$ cat src/rtl/txrd_pkg.sv
// Package: shared widths and the read-size decode for the transmit read
// request issuer. Assumes request byte counts never exceed 4096.
package txrd_pkg;

    localparam int RD_SZ_W = 13;

    // Decode the 3-bit maximum read size code into bytes; codes 6 and 7 saturate.
    function automatic logic [RD_SZ_W-1:0] size_code_bytes(input logic [2:0] code);
        logic [RD_SZ_W-1:0] b;
        case (code)
            3'd0: b = 13'd128;
            3'd1: b = 13'd256;
            3'd2: b = 13'd512;
            3'd3: b = 13'd1024;
            3'd4: b = 13'd2048;
            default: b = 13'd4096;
        endcase
        return b;
    endfunction

endpackage

$ cat src/rtl/txrd_cfg_bit.sv
// Module: holds the pipelining enable bit. It resets to a parameter value and
// loads a new value on a write strobe. Assumes the write strobe is synchronous.
module txrd_cfg_bit #(
    parameter logic INIT = 1'b1
) (
    input  logic clk,
    input  logic rst_n,
    input  logic we,
    input  logic wdata,
    output logic q
);

    // Register the enable bit, loading on write.
    always_ff @(posedge clk) begin
        if (!rst_n) begin
            q <= INIT;
        end else if (we) begin
            q <= wdata;
        end
    end

endmodule

$ cat src/rtl/txrd_size_limit.sv
// Module: computes the per-request byte cap from the pipelining bit and the
// size code. Assumes PIPE_MAX and SERIAL_MAX fit in RD_SZ_W bits.
module txrd_size_limit
    import txrd_pkg::*;
#(
    parameter int PIPE_MAX   = 512,
    parameter int SERIAL_MAX = 2048
) (
    input  logic               pipe_en,
    input  logic [2:0]         size_code,
    output logic [RD_SZ_W-1:0] max_bytes
);

    localparam logic [RD_SZ_W-1:0] PIPE_CAP   = RD_SZ_W'(PIPE_MAX);
    localparam logic [RD_SZ_W-1:0] SERIAL_CAP = RD_SZ_W'(SERIAL_MAX);

    logic [RD_SZ_W-1:0] code_bytes;
    logic [RD_SZ_W-1:0] mode_cap;

    // Take the smaller of the mode cap and the decoded size code.
    always_comb begin
        code_bytes = size_code_bytes(size_code);
        mode_cap   = pipe_en ? PIPE_CAP : SERIAL_CAP;
        max_bytes  = (code_bytes < mode_cap) ? code_bytes : mode_cap;
    end

endmodule

$ cat src/rtl/txrd_tag_pool.sv
// Module: tracks which request tags are in flight. It offers the lowest free
// tag and counts busy tags. A take and a give may happen on the same edge.
// Assumes a give for a tag that is not busy should be ignored.
module txrd_tag_pool #(
    parameter int NUM_TAGS = 4,
    localparam int TAG_W = (NUM_TAGS > 1) ? $clog2(NUM_TAGS) : 1,
    localparam int CNT_W = $clog2(NUM_TAGS + 1)
) (
    input  logic             clk,
    input  logic             rst_n,
    input  logic             take,
    input  logic [TAG_W-1:0] take_tag,
    input  logic             give,
    input  logic [TAG_W-1:0] give_tag,
    output logic [TAG_W-1:0] free_tag,
    output logic             any_free,
    output logic [CNT_W-1:0] busy_cnt
);

    logic [NUM_TAGS-1:0] busy;
    logic [NUM_TAGS-1:0] take_mask;
    logic [NUM_TAGS-1:0] give_mask;

    // Decode the take and give strobes into one-hot masks.
    always_comb begin
        take_mask = '0;
        give_mask = '0;
        if (take) take_mask[take_tag] = 1'b1;
        if (give) give_mask[give_tag] = 1'b1;
    end

    // Update the busy set: release first, then mark the newly issued tag.
    always_ff @(posedge clk) begin
        if (!rst_n) begin
            busy <= '0;
        end else begin
            busy <= (busy & ~give_mask) | take_mask;
        end
    end

    // Priority-pick the lowest-numbered free tag.
    always_comb begin
        free_tag = '0;
        for (int i = NUM_TAGS - 1; i >= 0; i--) begin
            if (!busy[i]) free_tag = TAG_W'(i);
        end
    end

    // Report whether any tag is free and how many are busy.
    always_comb begin
        any_free = |(~busy);
        busy_cnt = CNT_W'($countones(busy));
    end

endmodule

$ cat src/rtl/txrd_job_splitter.sv
// Module: holds the current fetch job and cuts it into requests of at most
// max_bytes. It steps the address and remaining length on each taken request,
// remembers the context of the last issued job, and flags a first request
// whose context changed. Assumes LW >= RD_SZ_W.
module txrd_job_splitter
    import txrd_pkg::*;
#(
    parameter int AW = 32,
    parameter int LW = 16,
    parameter int CW = 4
) (
    input  logic               clk,
    input  logic               rst_n,
    input  logic               job_valid,
    output logic               job_ready,
    input  logic [AW-1:0]      job_addr,
    input  logic [LW-1:0]      job_len,
    input  logic [CW-1:0]      job_ctx,
    input  logic [RD_SZ_W-1:0] max_bytes,
    input  logic               take,
    output logic               active,
    output logic               need_drain,
    output logic [AW-1:0]      cur_addr,
    output logic [RD_SZ_W-1:0] cur_len
);

    logic [LW-1:0] rem;
    logic [CW-1:0] ctx;
    logic [CW-1:0] last_ctx;
    logic          first;
    logic          ctx_seen;
    logic          job_take;
    logic          last_piece;

    assign job_ready = !active;
    assign job_take  = job_valid && job_ready;

    // Size the next piece: the full cap, or what is left of the job.
    always_comb begin
        if (rem < LW'(max_bytes)) begin
            cur_len = RD_SZ_W'(rem);
        end else begin
            cur_len = max_bytes;
        end
        last_piece = (rem == LW'(cur_len));
    end

    // Flag a first request whose context differs from the last issued one.
    always_comb begin
        need_drain = first && (!ctx_seen || (ctx != last_ctx));
    end

    // Load a job, then step address and remaining length per taken request.
    always_ff @(posedge clk) begin
        if (!rst_n) begin
            active   <= 1'b0;
            cur_addr <= '0;
            rem      <= '0;
            ctx      <= '0;
            first    <= 1'b0;
        end else if (job_take) begin
            active   <= (job_len != '0);
            cur_addr <= job_addr;
            rem      <= job_len;
            ctx      <= job_ctx;
            first    <= 1'b1;
        end else if (take) begin
            cur_addr <= cur_addr + AW'(cur_len);
            rem      <= rem - LW'(cur_len);
            first    <= 1'b0;
            if (last_piece) active <= 1'b0;
        end
    end

    // Record the context of a job once its first request is issued.
    always_ff @(posedge clk) begin
        if (!rst_n) begin
            last_ctx <= '0;
            ctx_seen <= 1'b0;
        end else if (take && first) begin
            last_ctx <= ctx;
            ctx_seen <= 1'b1;
        end
    end

endmodule

$ cat src/rtl/tx_rdreq_issuer.sv
// Module: top of the pipelined transmit read request issuer. It combines the
// job splitter, the tag pool, the size cap and the pipelining bit, and gates
// request issue by the outstanding limit and the context-change drain.
// Assumes req_ready may be held high and that a completion is only reported
// for a tag that was issued.
module tx_rdreq_issuer
    import txrd_pkg::*;
#(
    parameter int   AW           = 32,
    parameter int   LW           = 16,
    parameter int   CW           = 4,
    parameter int   NUM_TAGS     = 4,
    parameter int   PIPE_MAX     = 512,
    parameter int   SERIAL_MAX   = 2048,
    parameter logic PIPE_EN_INIT = 1'b1,
    localparam int  TAG_W        = (NUM_TAGS > 1) ? $clog2(NUM_TAGS) : 1,
    localparam int  CNT_W        = $clog2(NUM_TAGS + 1)
) (
    input  logic               clk,
    input  logic               rst_n,
    input  logic               cfg_we,
    input  logic               cfg_pipe_en,
    input  logic [2:0]         rd_size_code,
    input  logic               job_valid,
    output logic               job_ready,
    input  logic [AW-1:0]      job_addr,
    input  logic [LW-1:0]      job_len,
    input  logic [CW-1:0]      job_ctx,
    output logic               req_valid,
    input  logic               req_ready,
    output logic [TAG_W-1:0]   req_tag,
    output logic [AW-1:0]      req_addr,
    output logic [RD_SZ_W-1:0] req_len,
    input  logic               cpl_done,
    input  logic [TAG_W-1:0]   cpl_tag
);

    localparam logic [CNT_W-1:0] PIPE_LIMIT   = CNT_W'(NUM_TAGS);
    localparam logic [CNT_W-1:0] SERIAL_LIMIT = CNT_W'(1);

    logic               pipe_en_q;
    logic [RD_SZ_W-1:0] max_bytes;
    logic               active;
    logic               need_drain;
    logic [TAG_W-1:0]   free_tag;
    logic               any_free;
    logic [CNT_W-1:0]   busy_cnt;
    logic [CNT_W-1:0]   out_limit;
    logic               fire;

    txrd_cfg_bit #(
        .INIT (PIPE_EN_INIT)
    ) u_cfg (
        .clk   (clk),
        .rst_n (rst_n),
        .we    (cfg_we),
        .wdata (cfg_pipe_en),
        .q     (pipe_en_q)
    );

    txrd_size_limit #(
        .PIPE_MAX   (PIPE_MAX),
        .SERIAL_MAX (SERIAL_MAX)
    ) u_size (
        .pipe_en   (pipe_en_q),
        .size_code (rd_size_code),
        .max_bytes (max_bytes)
    );

    txrd_job_splitter #(
        .AW (AW),
        .LW (LW),
        .CW (CW)
    ) u_split (
        .clk        (clk),
        .rst_n      (rst_n),
        .job_valid  (job_valid),
        .job_ready  (job_ready),
        .job_addr   (job_addr),
        .job_len    (job_len),
        .job_ctx    (job_ctx),
        .max_bytes  (max_bytes),
        .take       (fire),
        .active     (active),
        .need_drain (need_drain),
        .cur_addr   (req_addr),
        .cur_len    (req_len)
    );

    txrd_tag_pool #(
        .NUM_TAGS (NUM_TAGS)
    ) u_pool (
        .clk      (clk),
        .rst_n    (rst_n),
        .take     (fire),
        .take_tag (free_tag),
        .give     (cpl_done),
        .give_tag (cpl_tag),
        .free_tag (free_tag),
        .any_free (any_free),
        .busy_cnt (busy_cnt)
    );

    // Gate issue on a job, a free tag, the mode limit and the context drain.
    always_comb begin
        out_limit = pipe_en_q ? PIPE_LIMIT : SERIAL_LIMIT;
        req_valid = active && any_free && (busy_cnt < out_limit)
                    && !(need_drain && (busy_cnt != '0));
        req_tag   = free_tag;
        fire      = req_valid && req_ready;
    end

endmodule

$ cat config.mk
export PLATFORM = sky130hd
export DESIGN_NAME = tx_rdreq_issuer
export DESIGN_NICKNAME = d
export VERILOG_FILES = /design/src/rtl/txrd_pkg.sv /design/src/rtl/txrd_cfg_bit.sv /design/src/rtl/txrd_size_limit.sv /design/src/rtl/txrd_tag_pool.sv /design/src/rtl/txrd_job_splitter.sv /design/src/rtl/tx_rdreq_issuer.sv
export SDC_FILE = /design/constraint.sdc
export NUM_CORES = 1
export LEC_CHECK = 0
export ABC_AREA = 1
export BUFFER_PORTS_ARGS = -buffer_cell sky130_fd_sc_hd__buf_2
export CAP_MARGIN = 20
export CORE_ASPECT_RATIO = 1.75
export CORE_MARGIN = 2
export CORE_UTILIZATION = 35
export DETAILED_ROUTE_END_ITERATION = 16
export PLACE_DENSITY = 0.63
export SYNTH_ARGS = -nofsm -noshare
export SYNTH_HDL_FRONTEND = slang
export SYNTH_SLANG_ARGS = --single-unit
$ cat constraint.sdc
create_clock -name clk -period 10.35 [get_ports clk]
set_input_delay 1.035 -clock clk [delete_from_list [all_inputs] [get_ports clk]]
set_output_delay 1.035 -clock clk [all_outputs]
set_load 0.01 [all_outputs]
# [Word level (Yosys, flattened, before mapping)]
# Cells that the tools add are included.
[word_totals] register_bits=64 word_cells=76 output_inout_bits=49 input_bits=64
[classes] reduce_logical=21 eq_ne=6 order_cmp=7 n_bitwise=4 n_addsub=5 n_mux=24
[ops] cell="$pmux W13 S5" count=1
[ops] cell="$mux W32" count=2
[ops] cell="$add A32 B13 Y32" count=1
[ops] cell="$mux W16" count=2
[ops] cell="$mux W13" count=2
[ops] cell="$eq A16 B13 Y1" count=1
[ops] cell="$lt A16 B13 Y1" count=1
[ops] cell="$reduce_bool A16 Y1" count=1
[ops] cell="$sub A16 B13 Y16" count=1
[ops] cell="$lt A13 B13 Y1" count=1
[ops] cell="$mux W12" count=1
[ops] cell="$logic_and A1 B1 Y1" count=10
[ops] cell="$mux W2" count=4
[ops] cell="$mux W4" count=2
[ops] cell="$not A4 Y4" count=2
[ops] cell="$mux W1" count=7
[ops] cell="$eq A3 B2 Y1 const B" count=2
[ops] cell="$lt A2 B3 Y1 const B" count=2
[ops] cell="$add A1 B1 Y2" count=2
[ops] cell="$and A4 B4 Y4" count=1
[ops] cell="$demux W1 S2" count=2
[ops] cell="$ge A2 B1 Y1 const B" count=2
[ops] cell="$ne A4 B4 Y1" count=1
[ops] cell="$or A4 B4 Y4" count=1
[ops] cell="other kinds (12)" count=15

# [Longest topological paths before layout]
# Gate-level depths: netlist of the first run.
[depth] word_depth=10 ltp_mapped=32 mapped_depth_nobuf=30

# [Hierarchy]
# From an unflattened synthesis of the first run, not the netlist that was laid out.
[hier_totals] hier_cells=1051 area_unflattened_um2=6302.3
[modules_own_cells] module="txrd_job_splitter" seq_area_each_um2=1181.1 cells_each=951 n_inst=1 area_per_inst_um2=5670.4
[modules_own_cells] module="txrd_tag_pool" seq_area_each_um2=80.1 cells_each=44 n_inst=1 area_per_inst_um2=307.8
[modules_own_cells] module="txrd_size_limit" seq_area_each_um2=0.0 cells_each=37 n_inst=1 area_per_inst_um2=197.7
[modules_own_cells] module="tx_rdreq_issuer" seq_area_each_um2=0.0 cells_each=14 n_inst=1 area_per_inst_um2=82.6
[modules_own_cells] module="txrd_cfg_bit" seq_area_each_um2=20.0 cells_each=5 n_inst=1 area_per_inst_um2=43.8

# [Worst setup path before layout of the first run]
# No wires, ideal clock.
[synth_timing] path_type="input port to flip-flop" startpoint="input port rd_size_code[1]" endpoint="register u_split.cur_addr[30]" cell_stages=32 setup_ps=114 path_buffers=2 t_arrival_ps=4946 path_slack_ps=5290 required_ps=10236 cell_sequence="nor2_2 > inv_2 > nor2_1 > ha_1 > nand2_1 > nand2_1 > inv_1 > o21ai_0 > o21ai_0 > ha_1 > a21oi_1 > o21ai_0 > nor2_2 > nand2_4 > buf_6 > buf_2 > nor2_1 > ha_1 > inv_1 > fa_1 > o21ai_2 > nand2_1 > nand2_1 > a21oi_2 > o21ai_2 > nand2_1 > nor2_2 > nand4_1 > nand2_1 > nand2_1 > o21bai_1 > inv_1"
[synth_via] elab_chain_len=9 word_cells_on_any_way=13 cone_classes="add/sub: 1; order compare: 2; eq/ne: 4; mux: 5; reduce/logical: 1"
[synth_rtl] element="start: declaration" line_no="tx_rdreq_issuer.sv:23" rtl="input logic [2:0] rd_size_code,"
[synth_rtl] element="$eq A3 B3 Y1 (tied with other cells)" line_no="txrd_pkg.sv:10" rtl="case (code)"
[synth_rtl] element="$pmux W13 S5 *" line_no="txrd_pkg.sv:10"
[synth_rtl] element="$lt A13 B13 Y1" line_no="txrd_size_limit.sv:24" rtl="max_bytes = (code_bytes < mode_cap) ? code_bytes : mode_cap;"
[synth_rtl] element="$mux W13 *" line_no="txrd_size_limit.sv:24"
[synth_rtl] element="$lt A16 B13 Y1" line_no="txrd_job_splitter.sv:40" rtl="if (rem < LW'(max_bytes)) begin"
[synth_rtl] element="$mux W13 *" line_no="txrd_job_splitter.sv:40"
[synth_rtl] element="net req_len[0]" line_no="tx_rdreq_issuer.sv:33" rtl="output logic [RD_SZ_W-1:0] req_len,"
[synth_rtl] element="$add A32 B13 Y32 *" line_no="txrd_job_splitter.sv:68" rtl="cur_addr <= cur_addr + AW'(cur_len);"
[synth_rtl] element="$mux W32 *" line_no="txrd_job_splitter.sv:67" rtl="end else if (take) begin"
[synth_rtl] element="$mux W32 *" line_no="txrd_job_splitter.sv:61" rtl="end else if (job_take) begin"
[synth_rtl] element="end signal: assignment" line_no="txrd_job_splitter.sv:63" rtl="cur_addr <= job_addr;"
[synth_rtl] element="end signal: assignment" line_no="txrd_job_splitter.sv:68"
[synth_rtl] element="end: declaration" line_no="txrd_job_splitter.sv:23" rtl="output logic [AW-1:0] cur_addr,"
# The timed path passes the listed nets; every way through them passes the cells marked *. The select of a mux whose other input is x is not followed.
# A chain may end at the register's enable or synchronous reset.

# [Worst setup path after layout of the first run]
[layout_timing] startpoint="input port rd_size_code[1]" endpoint="register u_split.cur_addr[30]"
[layout_via] elab_chain_len=9 word_cells_on_any_way=13 cone_classes="add/sub: 1; order compare: 2; eq/ne: 4; mux: 5; reduce/logical: 1"
[layout_rtl] element="$eq A3 B3 Y1 (tied with other cells)" line_no="txrd_pkg.sv:10"
[layout_rtl] element="$pmux W13 S5 *" line_no="txrd_pkg.sv:10"
[layout_rtl] element="$lt A13 B13 Y1" line_no="txrd_size_limit.sv:24"
[layout_rtl] element="$mux W13 *" line_no="txrd_size_limit.sv:24"
[layout_rtl] element="$lt A16 B13 Y1" line_no="txrd_job_splitter.sv:40"
[layout_rtl] element="$mux W13 *" line_no="txrd_job_splitter.sv:40"
[layout_rtl] element="$add A32 B13 Y32 *" line_no="txrd_job_splitter.sv:68"
[layout_rtl] element="$mux W32 *" line_no="txrd_job_splitter.sv:67"
[layout_rtl] element="$mux W32 *" line_no="txrd_job_splitter.sv:61"
# Every way passes the cells marked *; elsewhere a longest branch is shown, timed or not. The select of a mux whose other input is x is not followed.

==> summary.md, run 1 <==
| Metric | Value |
|---|---|
| Row cnt | 56 |
| Top post-synthesis cells by count | nand2_1, inv_1, dfxtp_1, nor2_1, a21oi_1 |
| Vias in the first global route | 4847 |
| Setup violations, final | 0 |
| Fill count | 1446 |
| Crit start category | input port |
| Grt total ovfl | 0 |
| CP Data Arrival Time | 5.44 ns |
| Synth warn | 0 |
| Period utilisation layout | 50.4% |
| Setup TNS after final layout | 0 ns |
| F_max | 192 MHz |
| Share of cells above drive strength 1 | 20.6% |
| Async SR Flop Fraction | 0% |
| Largest fanout on the critical path | 25 |
| Syn Inst Count | 725 |
| Max cap viols | 0 |
| Worst path top cell family by delay | simple AND/OR/NAND/NOR gates |
| Clock-pin slew on the worst setup and hold paths | 0.06 ns |
| Leak | 2.70 nW |
| Largest net degree at the start of global routing | 51 |
| Sw Ratio | 34.9% |
| Internal power | 0.000556 W |
| Post-Layout Cell Count | 1006 |
| Hold_buf cts | 0 |
| Crit path depth | 31 |
| Die ar. | 14600 µm² |
| Worst Reg2Reg Path Length in Cells | 27 |
| Fin. max-slew vios | 0 |
| Main area contributors after synthesis | dfxtp_1, nand2_1, ha_1 |
| Netlist cell types | 46 |
| Clock power frac | 36.9% |
| Tot Pwr | 0.000854 W |
| Drt wl/cell | 14.3 µm |
| Most instantiated library cell after synthesis | nand2_1 |
| DR vias/cell | 5.02 |
| Net Switching | 0.000298 W |
| Syn Area/Cell | 6.58 µm² |
| Final min period | 5.22 ns |
| Fin nets | 921 |
| WP data required | 10.57 ns |
| Total track usage | 20.2% |
| Die width | 92.3 µm |
| DRC marker count from the first detailed-route iteration | 201 |
| Seq pwr share | 33.6% |
| CTS root buffer | clkbuf_16 |
| Design area | 5750 µm² |
| RSZ-0062 raised after global routing | false |
| Most common cell type on the critical path | nand2_1 |
| Post-synth EDFFs | 0 |
| Clock Sinks | 64 |
| Largest stage delay, worst path | 0.42 ns |
| Initial antenna violation count | 1 |
| Postcts setup bufs | 0 |
| Sequential area share after synthesis | 26.8% |
| CTS buffer count | 9 |
| CP bufs+invs | 5 |
| Die Ht | 158 µm |
| Status | finished clean |
| Core ar. | 13400 µm² |
| Input/output buffers | 111 |
| CTS tree | built |
| Area of the mapped netlist | 4770 µm² |
| GP Congestion | 0.914 |
| Critical path type | in -> reg |
| Starting Density | 35.7% |
| DRT Pass-1 Iters | 4 |
| Maximum vdd ir drop | 0.0827 mV |
| Critical path endpoint category | flop |
| Hold Path Depth | 2 |
| Clk Latency, worst-skew pair | 0.33 ns |
| H-tree levels | 3 |
| Skew final | 0.00592 ns |
| Worst Max-Slew Pin Slew | 0.887 ns |
| Tightest Hold Check Type | reg -> reg |
| Final wirelength | 14400 µm |
| Via count | 5047 |
| Area share of the largest cell type after synthesis | 26.8% |
| Hold_ws | 0.448 ns |
| Gate power share | 29.5% |
| HPWL after detailed placement | 11100 µm |
| Final Hold Vio Count | 0 |
| Area delta synth->final | 20.4% |
| First-pass GRT wire length | 23400 µm |
| Synth Flop Type | dfxtp_1 |
| DRC viols | 0 |
| Slowest library cell on the worst path | fa_1 |
| Clk buf depth | 2 |
| Pwr Density | 149 nW/µm² |
| Post-cts sizing count | 0 |
| Dpl cells | 989 |
| Antenna Nets Post-Route | 0 |
| Post-DP Area | 5440 µm² |
| Ports | 113 |
| Relative slew slack | 40.8% |
| Synth Register Bits | 64 |
| Post-synth top area cell | dfxtp_1 |
-- kinds of logic (layout without fill, tap and decap cells) --
logic type / count (synthesis) / after routing / synth area share (%)
and+or+nand+nor: 329 / 329 / 30.4
AOI/OAI and AO/OA: 155 / 155 / 19.5
other: 2 / 5 / 0.157
DFF: 64 / 64 / 26.8
adders and majority gates: 31 / 31 / 8.44
xor gates and xnor gates: 25 / 25 / 4.59
buffers and inverters: 119 / 223 / 10.1
-- flip-flops by register name (all words and copies together), names as in the netlist --
register	count
u_cfg.q	1
u_split.active	1
u_split.ctx	4
u_pool.busy	4
u_split.rem	16
u_split.cur_addr	32
u_split.first	1
u_split.last_ctx	4
u_split.ctx_seen	1
-- tightest hold or removal path, delay by kind of cell (launching register included) --
kind                   cells  cell delay, ns
buffers and inverters      1            0.04
flip-flops                 1            0.31
AO/OA/AOI/OAI              1            0.05
-- stage by stage --
| stage | util [%] | worst slack [ns] |
|---|---|---|
| after global routing | 42.9 | 4.50 |
| after CTS | 42.9 | 5.14 |
| after global placement | 40.6 | 4.87 |
| final | 42.9 | 5.13 |
| after detailed placement | 40.6 | 4.81 |
| after floorplan | - | 5.29 |
-- cell type report --
class | instances | area [µm²] | share of cell area [%]
antenna | 1 | 2.50 | 0.0436
clock buffer | 11 | 253 | 4.40
clock inverter | 5 | 55.1 | 0.958
inverter | 95 | 357 | 6.21
multi-input combinational | 544 | 3020 | 52.5
sequential | 64 | 1280 | 22.3
tap | 174 | 218 | 3.79
timing repair buffer | 112 | 563 | 9.80
-- layer usage --
metal | up-vias | global-route usage (%) | wire (µm)
met5 | - | 0 | 0
met4 | 0 | 8.96 | 484
met3 | 29 | 3.31 | 641
met2 | 129 | 37.7 | 7480
met1 | 2284 | 22.3 | 5820
li1 | 2605 | - | -
-- cells in the final DEF, fill, tap and decap left out, types with 7 or more instances in the layout --
cell	instances
nand2_1	181
buf_2	111
inv_1	88
dfxtp_1	64
nor2_1	54
a21oi_1	52
nand3_1	39
o21ai_0	35
ha_1	29
a31oi_1	22
xor2_1	16
o21ai_1	14
nand4_1	13
xnor2_1	9
nor3_1	9
clkbuf_16	9
inv_2	7
nor2_2	7
nand2_2	7
-- power by group through the flow --
stage | Combinational (W) | Sequential (W) | Clock (W)
after CTS | 0.000253 | 0.000287 | 0.000321
after detailed placement | 0.000252 | 0.000292 | 0
after floorplan | 0.000180 | 0.000290 | 0
final | 0.000252 | 0.000287 | 0.000315
after global placement | 0.000249 | 0.000292 | 0
after global routing | 0.000286 | 0.000290 | 0.000332
-- final timing paths --
| check | startpoint | slack (ns) | endpoint |
|---|---|---|---|
| worst max-delay path | rd_size_code[1] | 5.13 | u_split.cur_addr[30] |
| worst min-delay path | u_split.ctx_seen | 0.45 | u_split.ctx_seen |
| worst max register to register | u_cfg.q | 5.79 | u_split.cur_addr[30] |
| worst min register to register | u_split.ctx_seen | 0.45 | u_split.ctx_seen |
No activity file was read; power rests on OpenSTA's default activity.
==> run 2, diff against run 1 <==
PLACE_DENSITY = 0.65   (was 0.63)
clock period = 4.7 ns   (was 10.35 ns; I/O delays follow)
==> run 2 against run 1 <==
Effect of this change:
- clock power is 100% higher
- hold slack worse by 0.11 ns
- critical path depth is 2 lower
- design area is 1.5% higher
- critical endpoint is now u_split.cur_addr[28]
- largest cell class unchanged
- largest power group is now registers
==> summary.md, run 2 (same netlist as run 1, synthesis figures left out) <==
| Metric | Value |
|---|---|
| DRC marker count from the first detailed-route iteration | 224 |
| Fin nets | 935 |
| Design area | 5830 µm² |
| Most flops, register | u_split.cur_addr |
| Via count | 5179 |
| Tightest Hold Check Type | in -> reg |
| Pwr Density | 317 nW/µm² |
| CP bufs+invs | 5 |
| Tot Pwr | 0.00185 W |
| Clk buf depth | 2 |
| Finished Core Util | 43.6% |
| Setup violations, final | 0 |
| Max FFs per register | 32 |
| Commonest non-fill, non-tap cell in the layout | nand2_1 |
| H-tree levels | 3 |
| Core ar. | 13400 µm² |
| Setup WS post-layout | 0.401 ns |
| Share of cells above drive strength 1 | 22.0% |
| Max cap viols | 0 |
| Final min period | 4.30 ns |
| Leak | 2.75 nW |
| DR top layer | met4 |
| Relative slew slack | 41.9% |
| Largest net degree at the start of global routing | 51 |
| Largest stage delay, worst path | 0.34 ns |
| Antenna Nets Post-Route | 0 |
| DR vias/cell | 5.08 |
| Input/output buffers | 111 |
| CTS tree | built |
| Final wirelength | 14900 µm |
| Slowest library cell on the worst path | ha_1 |
| Drt wl/cell | 14.6 µm |
| Status | finished clean |
| Worst path top cell family by delay | simple AND/OR/NAND/NOR gates |
| DRC viols | 0 |
| Area delta synth->final | 22.1% |
| CTS buffer count | 9 |
| CP Data Arrival Time | 4.54 ns |
| Die ar. | 14600 µm² |
| Clk Latency, worst-skew pair | 0.34 ns |
| Largest fanout on the critical path | 12 |
| Clock Sinks | 64 |
| Met3 WL | 643 µm |
| F_max | 233 MHz |
| M1 WL | 5910 µm |
| Dpl ws | 0.00927 ns |
| WL met2 | 7900 µm |
| Period utilisation layout | 91.5% |
| Worst Max-Slew Pin Slew | 0.871 ns |
| Most frequent cells in the layout | nand2_1, buf_2, inv_1, dfxtp_1, nor2_1 |
| Vias in the first global route | 4853 |
| Die width | 92.3 µm |
| Post-DP Area | 5530 µm² |
| Critical path endpoint category | flop |
| DRT Pass-1 Iters | 4 |
| Total track usage | 20.3% |
| Row cnt | 56 |
| Fin. max-slew vios | 0 |
| Final Hold Vio Count | 0 |
| Maximum vdd ir drop | 0.148 mV |
| WP data required | 4.94 ns |
| HPWL after detailed placement | 11600 µm |
| Most common cell type on the critical path | nand2_1 |
| Initial antenna violation count | 2 |
| Ports | 113 |
| CTS root buffer | clkbuf_16 |
| Starting Density | 35.7% |
| Die Ht | 158 µm |
| First-pass GRT wire length | 23100 µm |
| Grt total ovfl | 0 |
| Crit start category | input port |
| GP Congestion | 0.930 |
| Skew final | 0.00844 ns |
| Clock-pin slew on the worst setup and hold paths | 0.05 ns |
| Setup TNS after final layout | 0 ns |
| Critical path type | in -> reg |
| Largest regs | u_split.cur_addr (32), u_split.rem (16) |
-- run 2: report_power, final --
part / total [W] / leakage, nW / switching [W] / internal [W]
clock network: 0.000629 / 0.130 / 0.000245 / 0.000384
logic: 0.000587 / 2.09 / 0.000362 / 0.000226
registers: 0.000634 / 0.526 / 0.0000496 / 0.000584
-- run 2: per-layer routing --
| metal | vias up | global-route usage (%) |
|---|---|---|
| li1 | 2630 | - |
| met1 | 2392 | 21.6 |
| met2 | 125 | 38.5 |
| met3 | 32 | 3.45 |
| met4 | 0 | 9.38 |
| met5 | - | 0 |
-- run 2: path summary, 6_finish.rpt --
path,start,to,slack [ns],cells after the start
setup / recovery,rd_size_code[1],u_split.cur_addr[28],0.40,29
hold / removal,cfg_we,u_cfg.q,0.34,2
setup reg to reg,u_cfg.q,u_split.cur_addr[28],0.58,25
hold reg to reg,u_split.ctx_seen,u_split.ctx_seen,0.45,2
-- run 2: what timing repair did --
| action | CTS | global route |
|---|---|---|
| hold buffers | 0 | 0 |
| setup buffers | 0 | 1 |
| resized for setup | 0 | 7 |
| endpoints found under the setup margin | 0 | 4 |
-- run 2: per-stage QoR --
stage	hold slack [ns]	cells
floorplan	0.427	727
global placement	0.437	1002
detailed placement	0.447	1002
CTS	0.331	1017
global route	0.339	1019
finish	0.338	1020
-- run 2: area by class of cell --
class | count | area (µm²)
fillers | 1441 | 7550
multi-input cells | 544 | 3030
flip-flops and latches | 64 | 1280
repair buffers | 126 | 668
inverters | 95 | 357
clock buffers | 15 | 268
well taps | 174 | 218
diodes | 2 | 5.00
